## src/rtl/omsg_pkg.sv

```systemverilog
package omsg_pkg;
    parameter int unsigned AW = 32;
    parameter int unsigned DW = 32;

    localparam int unsigned DESC_BYTES = 32;
    localparam int unsigned DESC_SHIFT = 5;
    localparam int unsigned CODE_W     = 4;
    localparam int unsigned CODE_MAX   = 10;
    localparam int unsigned SLOT_W     = CODE_MAX + 1;

    localparam logic [2:0] RA_MODE = 3'd0;
    localparam logic [2:0] RA_STAT = 3'd1;
    localparam logic [2:0] RA_DEQ  = 3'd2;
    localparam logic [2:0] RA_ENQ  = 3'd3;
    localparam logic [2:0] RA_SLOT = 3'd4;

    localparam int MB_EN   = 0;
    localparam int MB_ADV  = 1;
    localparam int MB_CODE = 12;

    localparam int SB_ERR   = 7;
    localparam int SB_OVF   = 5;
    localparam int SB_FULL  = 4;
    localparam int SB_BUSY  = 2;
    localparam int SB_EOM   = 1;
    localparam int SB_EMPTY = 0;

    localparam int ATTR_EOM = 29;

    typedef enum logic [2:0] {
        ST_IDLE, ST_REQ, ST_WAIT, ST_CHECK, ST_SEND, ST_DONE
    } fetch_state_t;

    typedef struct packed {
        logic [15:0]   dest;
        logic [1:0]    mbox;
        logic          eom_en;
        logic [AW-1:0] src;
        logic [DW-1:0] count;
    } desc_t;

    // descriptor word fetched at step k of the fetch sequence
    function automatic logic [2:0] word_index(input logic [1:0] k);
        case (k)
            2'd0:    return 3'd1;
            2'd1:    return 3'd2;
            2'd2:    return 3'd3;
            default: return 3'd6;
        endcase
    endfunction

    function automatic logic is_pow2(input logic [DW-1:0] v);
        return (v != '0) && ((v & (v - 1'b1)) == '0);
    endfunction

    function automatic logic [AW-1:0] ring_bytes(input logic [CODE_W-1:0] code);
        logic [CODE_W-1:0] c;
        c = (code > CODE_W'(CODE_MAX)) ? CODE_W'(CODE_MAX) : code;
        return AW'(DESC_BYTES) << (c + 1'b1);
    endfunction

    function automatic logic [AW-1:0] ring_next(input logic [AW-1:0] ptr,
                                                input logic [AW-1:0] base,
                                                input logic [AW-1:0] bytes);
        logic [AW-1:0] nxt;
        nxt = ptr + AW'(DESC_BYTES);
        return (nxt == base + bytes) ? base : nxt;
    endfunction
endpackage

```

## src/rtl/omsg_ring_ptrs.sv

```systemverilog
module omsg_ring_ptrs
    import omsg_pkg::*;
(
    input  logic              clk,
    input  logic              rst,
    input  logic [CODE_W-1:0] size_code,
    input  logic              deq_load,
    input  logic              enq_load,
    input  logic [AW-1:0]     load_val,
    input  logic              adv_req,
    input  logic              deq_step,
    output logic [AW-1:0]     deq_ptr,
    output logic [AW-1:0]     enq_ptr,
    output logic              empty,
    output logic              full,
    output logic              ovf_evt,
    output logic [SLOT_W-1:0] slot_idx
);
    logic [AW-1:0] ring_base;
    logic [AW-1:0] bytes;
    logic [AW-1:0] enq_nxt;
    logic [AW-1:0] deq_nxt;
    logic [AW-1:0] offset;

    always_comb begin
        bytes    = ring_bytes(size_code);
        enq_nxt  = ring_next(enq_ptr, ring_base, bytes);
        deq_nxt  = ring_next(deq_ptr, ring_base, bytes);
        empty    = (deq_ptr == enq_ptr);
        full     = (enq_nxt == deq_ptr);
        ovf_evt  = adv_req && full;
        offset   = deq_ptr - ring_base;
        slot_idx = offset[DESC_SHIFT +: SLOT_W];
    end

    always_ff @(posedge clk) begin
        if (rst) begin
            deq_ptr   <= '0;
            enq_ptr   <= '0;
            ring_base <= '0;
        end else begin
            if (deq_load) begin
                deq_ptr   <= load_val;
                ring_base <= load_val;
            end else if (deq_step) begin
                deq_ptr <= deq_nxt;
            end
            if (enq_load) begin
                enq_ptr <= load_val;
            end else if (adv_req && !full) begin
                enq_ptr <= enq_nxt;
            end
        end
    end

    // a rejected advance leaves the enqueue pointer where it was
    p_no_overflow_r3: assert property (@(posedge clk) disable iff (rst)
        (adv_req && full && !enq_load) |=> (enq_ptr == $past(enq_ptr)));

    // dequeue steps by one slot or wraps to the base
    p_deq_step_r7: assert property (@(posedge clk) disable iff (rst)
        (deq_step && !deq_load) |=>
            ((deq_ptr == $past(deq_ptr) + AW'(DESC_BYTES)) || (deq_ptr == ring_base)));
endmodule

```

## src/rtl/omsg_desc_fetch.sv

```systemverilog
module omsg_desc_fetch
    import omsg_pkg::*;
(
    input  logic          clk,
    input  logic          rst,
    input  logic          en,
    input  logic          empty,
    input  logic [AW-1:0] deq_ptr,
    output logic          mem_rd_en,
    output logic [AW-1:0] mem_rd_addr,
    input  logic          mem_rd_valid,
    input  logic [DW-1:0] mem_rd_data,
    output logic          tx_valid,
    input  logic          tx_ready,
    output desc_t         tx_desc,
    output logic          deq_step,
    output logic          eom_evt,
    output logic          err_evt,
    output logic          busy
);
    fetch_state_t st;
    logic [1:0]   k;
    desc_t        d;
    logic         bad;

    always_ff @(posedge clk) begin
        if (rst) begin
            st  <= ST_IDLE;
            k   <= '0;
            d   <= '0;
            bad <= 1'b0;
        end else begin
            case (st)
                ST_IDLE: if (en && !empty) begin
                    st  <= ST_REQ;
                    k   <= '0;
                    bad <= 1'b0;
                end
                ST_REQ: st <= ST_WAIT;
                ST_WAIT: if (mem_rd_valid) begin
                    case (k)
                        2'd0: d.src <= mem_rd_data;
                        2'd1: begin
                            d.dest <= mem_rd_data[31:16];
                            d.mbox <= mem_rd_data[1:0];
                        end
                        2'd2: d.eom_en <= mem_rd_data[ATTR_EOM];
                        default: d.count <= mem_rd_data;
                    endcase
                    if (k == 2'd3) begin
                        st <= ST_CHECK;
                    end else begin
                        k  <= k + 1'b1;
                        st <= ST_REQ;
                    end
                end
                ST_CHECK: if (is_pow2(d.count)) begin
                    st <= ST_SEND;
                end else begin
                    bad <= 1'b1;
                    st  <= ST_DONE;
                end
                ST_SEND: if (tx_ready) st <= ST_DONE;
                ST_DONE: st <= ST_IDLE;
                default: st <= ST_IDLE;
            endcase
        end
    end

    always_comb begin
        mem_rd_en   = (st == ST_REQ);
        mem_rd_addr = deq_ptr + AW'({word_index(k), 2'b00});
        tx_valid    = (st == ST_SEND);
        tx_desc     = d;
        deq_step    = (st == ST_DONE);
        eom_evt     = (st == ST_DONE) && !bad && d.eom_en;
        err_evt     = (st == ST_CHECK) && !is_pow2(d.count);
        busy        = (st != ST_IDLE);
    end

    // request contents hold while waiting for ready
    p_tx_hold_r6: assert property (@(posedge clk) disable iff (rst)
        (tx_valid && !tx_ready) |=> (tx_valid && $stable(tx_desc)));

    // never two read requests back to back
    p_single_read_r5: assert property (@(posedge clk) disable iff (rst)
        mem_rd_en |=> !mem_rd_en);

    // an idle engine facing an empty ring issues no read
    p_idle_empty_r10: assert property (@(posedge clk) disable iff (rst)
        (!busy && empty) |=> !mem_rd_en);
endmodule

```

## src/rtl/omsg_ctrl_regs.sv

```systemverilog
module omsg_ctrl_regs
    import omsg_pkg::*;
(
    input  logic              clk,
    input  logic              rst,
    input  logic              reg_we,
    input  logic [2:0]        reg_addr,
    input  logic [DW-1:0]     reg_wdata,
    output logic [DW-1:0]     reg_rdata,
    output logic              en,
    output logic [CODE_W-1:0] size_code,
    output logic              adv_req,
    output logic              deq_load,
    output logic              enq_load,
    output logic [AW-1:0]     load_val,
    input  logic [AW-1:0]     deq_ptr,
    input  logic [AW-1:0]     enq_ptr,
    input  logic [SLOT_W-1:0] slot_idx,
    input  logic              empty,
    input  logic              full,
    input  logic              busy,
    input  logic              ovf_evt,
    input  logic              err_evt,
    input  logic              eom_evt,
    output logic              irq
);
    logic    wr_mode, wr_stat;
    logic    st_err, st_ovf, st_eom, st_empty;
    logic    empty_evt;
    logic [DW-1:0] mode_rd, stat_rd;

    always_comb begin
        wr_mode   = reg_we && (reg_addr == RA_MODE);
        wr_stat   = reg_we && (reg_addr == RA_STAT);
        adv_req   = wr_mode && reg_wdata[MB_ADV];
        deq_load  = reg_we && (reg_addr == RA_DEQ);
        enq_load  = reg_we && (reg_addr == RA_ENQ);
        load_val  = AW'(reg_wdata);
        empty_evt = en && empty && !busy;
    end

    always_ff @(posedge clk) begin
        if (rst) begin
            en        <= 1'b0;
            size_code <= '0;
            st_err    <= 1'b0;
            st_ovf    <= 1'b0;
            st_eom    <= 1'b0;
            st_empty  <= 1'b0;
        end else begin
            if (wr_mode) begin
                en        <= reg_wdata[MB_EN];
                size_code <= reg_wdata[MB_CODE +: CODE_W];
            end
            st_err   <= err_evt   | (st_err   & ~(wr_stat & reg_wdata[SB_ERR]));
            st_ovf   <= ovf_evt   | (st_ovf   & ~(wr_stat & reg_wdata[SB_OVF]));
            st_eom   <= eom_evt   | (st_eom   & ~(wr_stat & reg_wdata[SB_EOM]));
            st_empty <= empty_evt | (st_empty & ~(wr_stat & reg_wdata[SB_EMPTY]));
        end
    end

    always_comb begin
        mode_rd                   = '0;
        mode_rd[MB_EN]            = en;
        mode_rd[MB_CODE +: CODE_W] = size_code;
        stat_rd                   = '0;
        stat_rd[SB_ERR]           = st_err;
        stat_rd[SB_OVF]           = st_ovf;
        stat_rd[SB_FULL]          = full;
        stat_rd[SB_BUSY]          = busy;
        stat_rd[SB_EOM]           = st_eom;
        stat_rd[SB_EMPTY]         = st_empty;
        case (reg_addr)
            RA_MODE: reg_rdata = mode_rd;
            RA_STAT: reg_rdata = stat_rd;
            RA_DEQ:  reg_rdata = DW'(deq_ptr);
            RA_ENQ:  reg_rdata = DW'(enq_ptr);
            RA_SLOT: reg_rdata = DW'(slot_idx);
            default: reg_rdata = '0;
        endcase
        irq = st_err | st_ovf | st_eom;
    end

    // the interrupt only rises after an event one cycle earlier
    p_irq_cause_r12: assert property (@(posedge clk) disable iff (rst)
        $rose(irq) |-> $past(err_evt || ovf_evt || eom_evt));

    // write-one-to-clear of overflow takes effect without a new event
    p_ovf_clear_r12: assert property (@(posedge clk) disable iff (rst)
        (wr_stat && reg_wdata[SB_OVF] && !ovf_evt) |=> !st_ovf);
endmodule

```

## src/rtl/omsg_chain_engine.sv

```systemverilog
module omsg_chain_engine
    import omsg_pkg::*;
(
    input  logic        clk,
    input  logic        rst,
    input  logic        reg_we,
    input  logic [2:0]  reg_addr,
    input  logic [31:0] reg_wdata,
    output logic [31:0] reg_rdata,
    output logic        mem_rd_en,
    output logic [31:0] mem_rd_addr,
    input  logic        mem_rd_valid,
    input  logic [31:0] mem_rd_data,
    output logic        tx_valid,
    input  logic        tx_ready,
    output logic [15:0] tx_dest_id,
    output logic [1:0]  tx_mbox,
    output logic [31:0] tx_src_addr,
    output logic [31:0] tx_size,
    output logic        irq
);
    logic              en, adv_req, deq_load, enq_load;
    logic [CODE_W-1:0] size_code;
    logic [AW-1:0]     load_val, deq_ptr, enq_ptr;
    logic              empty, full, ovf_evt;
    logic [SLOT_W-1:0] slot_idx;
    logic              deq_step, eom_evt, err_evt, busy;
    desc_t             tx_desc;

    omsg_ctrl_regs u_regs (
        .clk(clk), .rst(rst),
        .reg_we(reg_we), .reg_addr(reg_addr), .reg_wdata(reg_wdata), .reg_rdata(reg_rdata),
        .en(en), .size_code(size_code), .adv_req(adv_req),
        .deq_load(deq_load), .enq_load(enq_load), .load_val(load_val),
        .deq_ptr(deq_ptr), .enq_ptr(enq_ptr), .slot_idx(slot_idx),
        .empty(empty), .full(full), .busy(busy),
        .ovf_evt(ovf_evt), .err_evt(err_evt), .eom_evt(eom_evt),
        .irq(irq)
    );

    omsg_ring_ptrs u_ptrs (
        .clk(clk), .rst(rst),
        .size_code(size_code), .deq_load(deq_load), .enq_load(enq_load),
        .load_val(load_val), .adv_req(adv_req), .deq_step(deq_step),
        .deq_ptr(deq_ptr), .enq_ptr(enq_ptr),
        .empty(empty), .full(full), .ovf_evt(ovf_evt), .slot_idx(slot_idx)
    );

    omsg_desc_fetch u_fetch (
        .clk(clk), .rst(rst),
        .en(en), .empty(empty), .deq_ptr(deq_ptr),
        .mem_rd_en(mem_rd_en), .mem_rd_addr(mem_rd_addr),
        .mem_rd_valid(mem_rd_valid), .mem_rd_data(mem_rd_data),
        .tx_valid(tx_valid), .tx_ready(tx_ready), .tx_desc(tx_desc),
        .deq_step(deq_step), .eom_evt(eom_evt), .err_evt(err_evt), .busy(busy)
    );

    always_comb begin
        tx_dest_id  = tx_desc.dest;
        tx_mbox     = tx_desc.mbox;
        tx_src_addr = tx_desc.src;
        tx_size     = tx_desc.count;
    end

    // an accepted request is followed by a dequeue step
    p_accept_step_r7: assert property (@(posedge clk) disable iff (rst)
        (tx_valid && tx_ready) |=> deq_step);

    // a disabled idle engine stays idle
    p_disabled_idle_r11: assert property (@(posedge clk) disable iff (rst)
        (!en && !busy && !(reg_we && reg_addr == RA_MODE)) |=> !busy);
endmodule

```

## config.mk

```make
export PLATFORM = sky130hd
export DESIGN_NAME = omsg_chain_engine
export DESIGN_NICKNAME = d
export VERILOG_FILES = /design/src/rtl/omsg_pkg.sv /design/src/rtl/omsg_ring_ptrs.sv /design/src/rtl/omsg_desc_fetch.sv /design/src/rtl/omsg_ctrl_regs.sv /design/src/rtl/omsg_chain_engine.sv
export SDC_FILE = /design/constraint.sdc
export NUM_CORES = 1
export LEC_CHECK = 0
export BUFFER_PORTS_ARGS = -buffer_cell sky130_fd_sc_hd__buf_2
export CAP_MARGIN = 20
export CORE_MARGIN = 4
export CORE_UTILIZATION = 45
export CTS_CLUSTER_SIZE = 20
export DETAILED_ROUTE_END_ITERATION = 10
export PLACE_DENSITY = 0.67
export SETUP_SLACK_MARGIN = 0.3
export SYNTH_ARGS = -nofsm -noshare
export SYNTH_HDL_FRONTEND = slang
export SYNTH_SLANG_ARGS = --single-unit
export TNS_END_PERCENT = 100
```

## constraint.sdc

```tcl
create_clock -name clk -period 13 [get_ports clk]
set_input_delay 2.6 -clock clk [delete_from_list [all_inputs] [get_ports clk]]
set_output_delay 2.6 -clock clk [all_outputs]
set_load 0.05 [all_outputs]
```

; Yosys cells after proc, flatten, opt, wreduce, memory -nomap -nowiden
; Index checks and enable logic that the tools add are counted.
[totals]
ff_bits = 194
output_inout_bits = 149
word_cells = 127
[classes]
addsub = 8
magnitude_cmp = 1
eq_ne = 21
shift = 1
mux = 22
n_bitwise = 20
reduce_logical = 37
[op_table]
columns = op, count
row1 = $mux 32, 6
row2 = $pmux 32 s5, 1
row3 = $eq 32x32->1, 4
row4 = $add 32x6->32 const B, 2
row5 = $add 32x32->32, 1
row6 = $add 32x5->32, 1
row7 = $and 32x32->32, 1
row8 = $logic_not 32->1, 1
row9 = $reduce_bool 32->1, 1
row10 = $shl 6x4->32 const A, 1
row11 = $sub 32x1->32 const B, 1
row12 = $reduce_and 3->1, 6
row13 = $sub 16x16->16, 1
row14 = $pmux 3 s5, 1
row15 = $logic_and 1x1->1, 14
row16 = $eq 3x2->1 const B, 4
row17 = $eq 3x3->1 const B, 3
row18 = $mux 3, 3
row19 = $pmux 3 s3, 1
row20 = $and 1x1->1, 8
row21 = $mux 2, 4
row22 = $reduce_bool 2->1, 4
row23 = $eq 3x1->1 const B, 2
row24 = $logic_not 3->1, 2
row25 = 18 further kinds, 37

; Depth between registers and ports, before layout
[logic_depth]
ltp_word = 12
ltp_mapped = 23

; Modules after synthesis
; A second synthesis with hierarchy kept.
[hier_totals]
hier_cells = 2076
hier_area_um2 = 15685.0
[by_module_without_submodules]
columns = module, n_inst, cells_per_inst, area_per_inst_um2
row1 = omsg_ring_ptrs, 1, 1347, 10114.7
row2 = omsg_desc_fetch, 1, 569, 4279.1
row3 = omsg_ctrl_regs, 1, 160, 1291.2

; Least setup slack after synthesis
; OpenSTA, ideal clock, no wires.
[synth_timing]
kind = flip-flop to output port
start = reg u_regs.size_code[1]
end = out reg_rdata[4]
t_arrival_ps = 5950
t_required_ps = 10400
slack_ps = 4450
stages_incl_launch_ff = 21
path_cell_list = dfxtp_1 -> clkbuf_1 -> or4_1 -> inv_1 -> ha_1 -> a211oi_1 -> o21a_1 -> nor4_1 -> o21ai_0 -> a21o_1 -> a41o_1 -> or4_1 -> or4_1 -> buf_6 -> buf_8 -> mux2_4 -> xnor2_2 -> nand4_1 -> nor4_2 -> nand3_1 -> o21ai_0
[synth_between]
elab_chain_len = 9
[synth_lines]
columns = item, line
row1 = "start, declared", omsg_ctrl_regs.sv:11  ; output logic [CODE_W-1:0] size_code,
row2 = "start signal, assigned", omsg_ctrl_regs.sv:53  ; size_code <= reg_wdata[MB_CODE +: CODE_W];
row3 = $gt 4x4->1, omsg_pkg.sv:58  ; c = (code > CODE_W'(CODE_MAX)) ? CODE_W'(CODE_MAX) : code;
row4 = $mux 4 (*), omsg_pkg.sv:58
row5 = $add 4x1->4 (*), omsg_pkg.sv:59  ; return AW'(DESC_BYTES) << (c + 1'b1);
row6 = $shl 6x4->32 (*), omsg_pkg.sv:59
row7 = $add 32x32->32 (*), omsg_pkg.sv:67  ; return (nxt == base + bytes) ? base : nxt;
row8 = $eq 32x32->1 (*), omsg_pkg.sv:67
row9 = $mux 32 (*), omsg_pkg.sv:67
row10 = $eq 32x32->1 (*), omsg_ring_ptrs.sv:30  ; full = (enq_nxt == deq_ptr);
row11 = $pmux 32 s5 (*), omsg_ctrl_regs.sv:73  ; case (reg_addr)
row12 = "end, declared", omsg_chain_engine.sv:9  ; output logic [31:0] reg_rdata,
; Every way passes the cells marked *; elsewhere a longest branch is shown, timed or not.

; Final worst setup path
[layout_timing]
start = reg u_regs.size_code[0]
end = out reg_rdata[4]
; The elaborated chain is that of the path after synthesis.

==> results list <==
- The run finished with clean final reports.
* Critical Path, Cell by Cell: or4_1 -> inv_1 -> ha_1 -> a211oi_1 -> o21a_1 -> nor4_1 -> o21ai_0 -> a21o_1 -> a41o_1 -> or4_1 -> or4_1 -> buf_4 -> mux2_2 -> xnor2_1 -> nand4_1 -> nor4_2 -> nand3_1 -> o21ai_0 -> buf_2
- After global routing the overflow that remains totals 0.
* Leak Pwr: between 0.006 and 0.007 uW
- Grouping stages by cell kind, the critical path spends the most delay in simple AND/OR/NAND/NOR gates.
- Total die area: 0.0369 mm^2
- STA classifies the critical path endpoint as an output pin.
- The routed design has about 57000 um of wire.
- DP Worst Slack: ~4100 ps
- Most frequent standard cell in the layout excluding fill and tap cells: sky130_fd_sc_hd__nand2_1
- For this design, the sink count on the clock tree is 194.
- Fraction of synthesis flops using an asynchronous set or reset pin: 0
* FF+latch area: ~0.0039 mm^2
* Clock latency reported for the late side of the worst-skew pair: approximately 470 ps
- CTS built an H-tree with a depth of 4.
- The number of gates resized after CTS was 0.
* Met2 track demand over resource: 0.478
- Commonest non-fill, non-tap cells in the layout: 358 x sky130_fd_sc_hd__nand2_1, 250 x sky130_fd_sc_hd__a21oi_1, 219 x sky130_fd_sc_hd__buf_2, 194 x sky130_fd_sc_hd__dfxtp_1, 183 x sky130_fd_sc_hd__nor2_1
- The detail route stage leaves a number of antenna-violating nets equal to 0.
* Post-layout nets: around 2200
* Die outline width: about 190 um
- Maximum buffer depth of the clock tree: 2
- Drt pass-1 iters: 6
- Maximum Capacitance Violations: 0
- For this run, the top clock speed supported by timing is between 100 and 150 MHz.
- Required time of the critical path: approximately 10000 ps
- The share of total power dissipated in sequential elements is 0.446.
* Buffer type at the clock tree root: sky130_fd_sc_hd__clkbuf_16
- For this design the ratio of total power to cell area is 83.0 mW/mm^2.
* Total area of multi-input combinational cells: between 0.009 and 0.01 mm^2
* Placement row count: 67
- CTS tree: done
- Yosys mapped the design onto slightly below 80 distinct sky130hd cell types.
- Area post-placement: between 0.015 and 0.02 mm^2
- Slowest cell on the critical path: sky130_fd_sc_hd__nor4_1
- The number of antenna diodes in the final layout is 0.
- Synthesized-area fraction occupied by adder cells: 0.0389
- Yosys attributes the largest share of cell area to sky130_fd_sc_hd__dfxtp_1 25%, sky130_fd_sc_hd__nand2_1 8.8%, sky130_fd_sc_hd__a21oi_1 8.2%, sky130_fd_sc_hd__xnor2_1 7.9%, sky130_fd_sc_hd__nor2_1 4.5%.
- After global routing, the most crowded layer is met2.
- Effective utilization at floorplan: 0.455
- The congestion estimate from routability-driven global placement came to roughly 1.0.
* Via count of the first global-routing pass: roughly 14000
- Post-CTS Setup Bufs: 0
- In this run the worst path has a maximum fanout of 28.
- Worst Setup Slack, final: between 3000 and 4000 ps
- Among the stages of the critical path, the cell type that occurs most often is sky130_fd_sc_hd__or4_1.
- The largest single stage delay on the critical path is 640 ps.
* Total routing resource utilization after global routing: 0.302
- Together, buffers and inverters on the worst path number 3.
* Switching Fraction: 0.318
- Int Power: 944 uW
- Of the total power, the clock network draws 0.407.
- Synthesized netlist cell count: 2061
* Startpoint type of the worst setup path: register
* Sum of net half-perimeters after detailed placement: roughly 43000 um
- Dividing the final minimum period by the clock period gives 0.722.
- Input and output buffers added on the ports amount to between 200 and 250.
* Synthesis Warnings: 0
* Time the final worst path needs with I/O delays and setup: between 9000 and 10000 ps
* Net Switching: approximately 440 uW
- After synthesis the netlist holds a flip-flop and latch count of 194.
- Share of synthesized area spent on multiplexers: 0.0644
- CP Class: register to output pin
- The final-report hold violation count was 0.
- Clock-pin transition on the worst setup and hold timing paths: 80 ps
- Post-route DRC: 0
- Summed over all failing endpoints, the final setup total negative slack is 0 ps.
* Filler cells: roughly 3300
* Compound-gate portion of the synthesized area: 0.170
* Number of CTS-inserted buffers: 17
- Number of antenna violations at the first check in global routing: 1
- Among all flip-flop cells after synthesis, the most frequent one is sky130_fd_sc_hd__dfxtp_1.
- Worst slew pin tran: just under 1000 ps
- Cts-stage hold buffer count: 0
- A synthesized cell averages between 7 and 8 um^2.
- Of the cells placed in the final design, the portion with a size suffix greater than 1 is 0.170.
* Crit path DAT: 6790 ps
* Die extent in y: around 190 um
* Cell area after synthesis: about 0.015 mm^2
* Via density per instance: 5.85
- After floorplanning, the core was sized to cover 0.0334 mm^2.
* Pin count of the biggest net entering global routing: approximately 120
* Combinational power share: 0.146
- Slew Viols, Final: 0
- For this block, the initial DRC count from the detailed router was between 1500 and 2000.
- Setup repair after global routing left no endpoint under its margin.
- Number of failing setup endpoints in the final timing report: 0
- Relative to the synthesized area, the layout overhead comes to 9.53%.
* Post-synth top area cell: sky130_fd_sc_hd__dfxtp_1
- Detailed routing inserted a total of between 15000 and 20000 vias.
- The first global-routing pass estimated approximately 86000 um of wire.
* Synthesized-area fraction occupied by xor and xnor cells: 0.139
* Layout Skew: 20.0 ps
* Top Ports: 221
* Fraction of met1 tracks used by global routing: 0.406
* Basic-gate share of the synthesized area counting and, or, nand and nor cells: 0.234
- After routing the design area is between 0.015 and 0.02 mm^2.
* Classification of the worst-slack hold path: register to register
- Across the VDD grid, the largest voltage drop is roughly 0.11 mV.
- In this run the tightest slew margin relative to its limit is 0.352.
- Number of synthesized flops with an enable pin: 0
- In the final routed layout, each cell accounts on average for ~22 um.
* Global Route met3 Usage: 0.0838
- Proportion of synthesized chip area in sequential cells: 0.255
* Main combinational cell family by area after synthesis: simple AND/OR/NAND/NOR gates
- Yosys top cell area share: 0.255
stage by stage:
stage	std cells	utilization	power, uW	hold WS [ps]
after detailed placement	2530	0.477	827	444
after global routing	2566	0.499	1430	476
after floorplan	2065	-	768	432
after global placement	2527	0.475	825	439
after CTS	2562	0.496	1390	456
final	2566	0.499	1380	453
worst reg2reg max path, cell delays in order (launching register included):
cell	delay, ps
sky130_fd_sc_hd__dfxtp_1	380
sky130_fd_sc_hd__or4_1	610
sky130_fd_sc_hd__inv_1	100
sky130_fd_sc_hd__ha_1	170
sky130_fd_sc_hd__a211oi_1	90
sky130_fd_sc_hd__o21a_1	240
sky130_fd_sc_hd__nor4_1	640
sky130_fd_sc_hd__o21ai_0	350
sky130_fd_sc_hd__a21o_1	260
sky130_fd_sc_hd__a41o_1	220
sky130_fd_sc_hd__or4_1	510
sky130_fd_sc_hd__or4_1	500
sky130_fd_sc_hd__buf_4	300
sky130_fd_sc_hd__mux2_2	360
sky130_fd_sc_hd__xnor2_1	160
sky130_fd_sc_hd__nand4_1	160
sky130_fd_sc_hd__nor4_2	490
sky130_fd_sc_hd__a31o_2	650
sky130_fd_sc_hd__buf_16	260
sky130_fd_sc_hd__mux2_2	350
path summary, 6_finish.rpt:
path                                           end                              from  cells after the start  slack, ps
hold reg to reg   u_fetch.tx_desc[49]$_SDFFE_PP0P_  u_fetch.tx_desc[49]$_SDFFE_PP0P_                      2        450
hold / removal    u_fetch.tx_desc[49]$_SDFFE_PP0P_  u_fetch.tx_desc[49]$_SDFFE_PP0P_                      2        450
setup reg to reg   u_ptrs.enq_ptr[12]$_SDFFE_PP0P_  u_regs.size_code[0]$_SDFFE_PP0P_                     19       6110
setup / recovery                      reg_rdata[4]  u_regs.size_code[0]$_SDFFE_PP0P_                     19       3610
layer usage:
metal / vias to the layer above / routed length [um]
met5: - / 0
met4: 0 / 1520
met3: 95 / 5830
met2: 734 / 25900
met1: 7149 / 24200
li1: 7028 / -
area by class of cell:
class	instances	area share
Sequential cell	194	0.233
Timing Repair Buffer	249	0.0866
Clock inverter	14	0.0118
Inverter	70	0.0157
Tap cell	448	0.0336
Clock buffer	18	0.0263
Multi-Input combinational cell	1573	0.593
logic make-up after synthesis:
group / Yosys count
AOI/OAI and AO/OA: 441
xor gates and xnor gates: 214
adders and majority gates: 47
buffers and inverters: 298
DFF: 194
muxes: 80
other: 1
and+or+nand+nor: 786
power by group through the flow:
stage	Combinational [uW]	Sequential [uW]	Clock [uW]
floorplan	147	621	0
global placement	194	631	0
detailed placement	196	632	0
CTS	197	618	571
global route	215	619	595
finish	203	618	564
sequential cells by signal (all words and copies together), names as in the netlist, 2 cells and up:
register / cells
u_ptrs.enq_ptr: 32
u_regs.size_code: 4
u_ptrs.ring_base: 32
u_fetch.tx_desc: 83
u_ptrs.deq_ptr: 32
u_fetch.k: 2
u_fetch.st: 3
synthesized netlist by cell type, types with 5 or more instances:
master	count
sky130_fd_sc_hd__nor4_1	19
sky130_fd_sc_hd__xnor3_1	13
sky130_fd_sc_hd__xor2_1	59
sky130_fd_sc_hd__nor2_1	184
sky130_fd_sc_hd__a21o_1	10
sky130_fd_sc_hd__dfxtp_1	194
sky130_fd_sc_hd__or4_1	7
sky130_fd_sc_hd__a22o_1	17
sky130_fd_sc_hd__o22ai_1	24
sky130_fd_sc_hd__and2_1	8
sky130_fd_sc_hd__o21bai_1	5
sky130_fd_sc_hd__o211ai_1	8
sky130_fd_sc_hd__inv_1	69
sky130_fd_sc_hd__clkbuf_1	123
sky130_fd_sc_hd__or3_1	7
sky130_fd_sc_hd__a31oi_1	15
sky130_fd_sc_hd__buf_4	84
sky130_fd_sc_hd__o2111ai_1	5
sky130_fd_sc_hd__and3_1	14
sky130_fd_sc_hd__nand4_1	39
sky130_fd_sc_hd__a22oi_1	11
sky130_fd_sc_hd__xnor2_1	137
sky130_fd_sc_hd__o21a_1	5
sky130_fd_sc_hd__nand2_1	359
sky130_fd_sc_hd__mux2_2	28
sky130_fd_sc_hd__nor3_1	29
sky130_fd_sc_hd__or2_2	5
sky130_fd_sc_hd__nor2b_1	36
sky130_fd_sc_hd__buf_2	5
sky130_fd_sc_hd__o31ai_1	5
sky130_fd_sc_hd__o21ai_0	46
sky130_fd_sc_hd__ha_1	41
sky130_fd_sc_hd__mux2_4	24
sky130_fd_sc_hd__a21oi_1	250
sky130_fd_sc_hd__mux2i_1	26
sky130_fd_sc_hd__buf_1	10
sky130_fd_sc_hd__nand3_1	34
sky130_fd_sc_hd__nand2b_1	19
sky130_fd_sc_hd__a211oi_1	12
No activity file was read; power rests on OpenSTA's default activity.
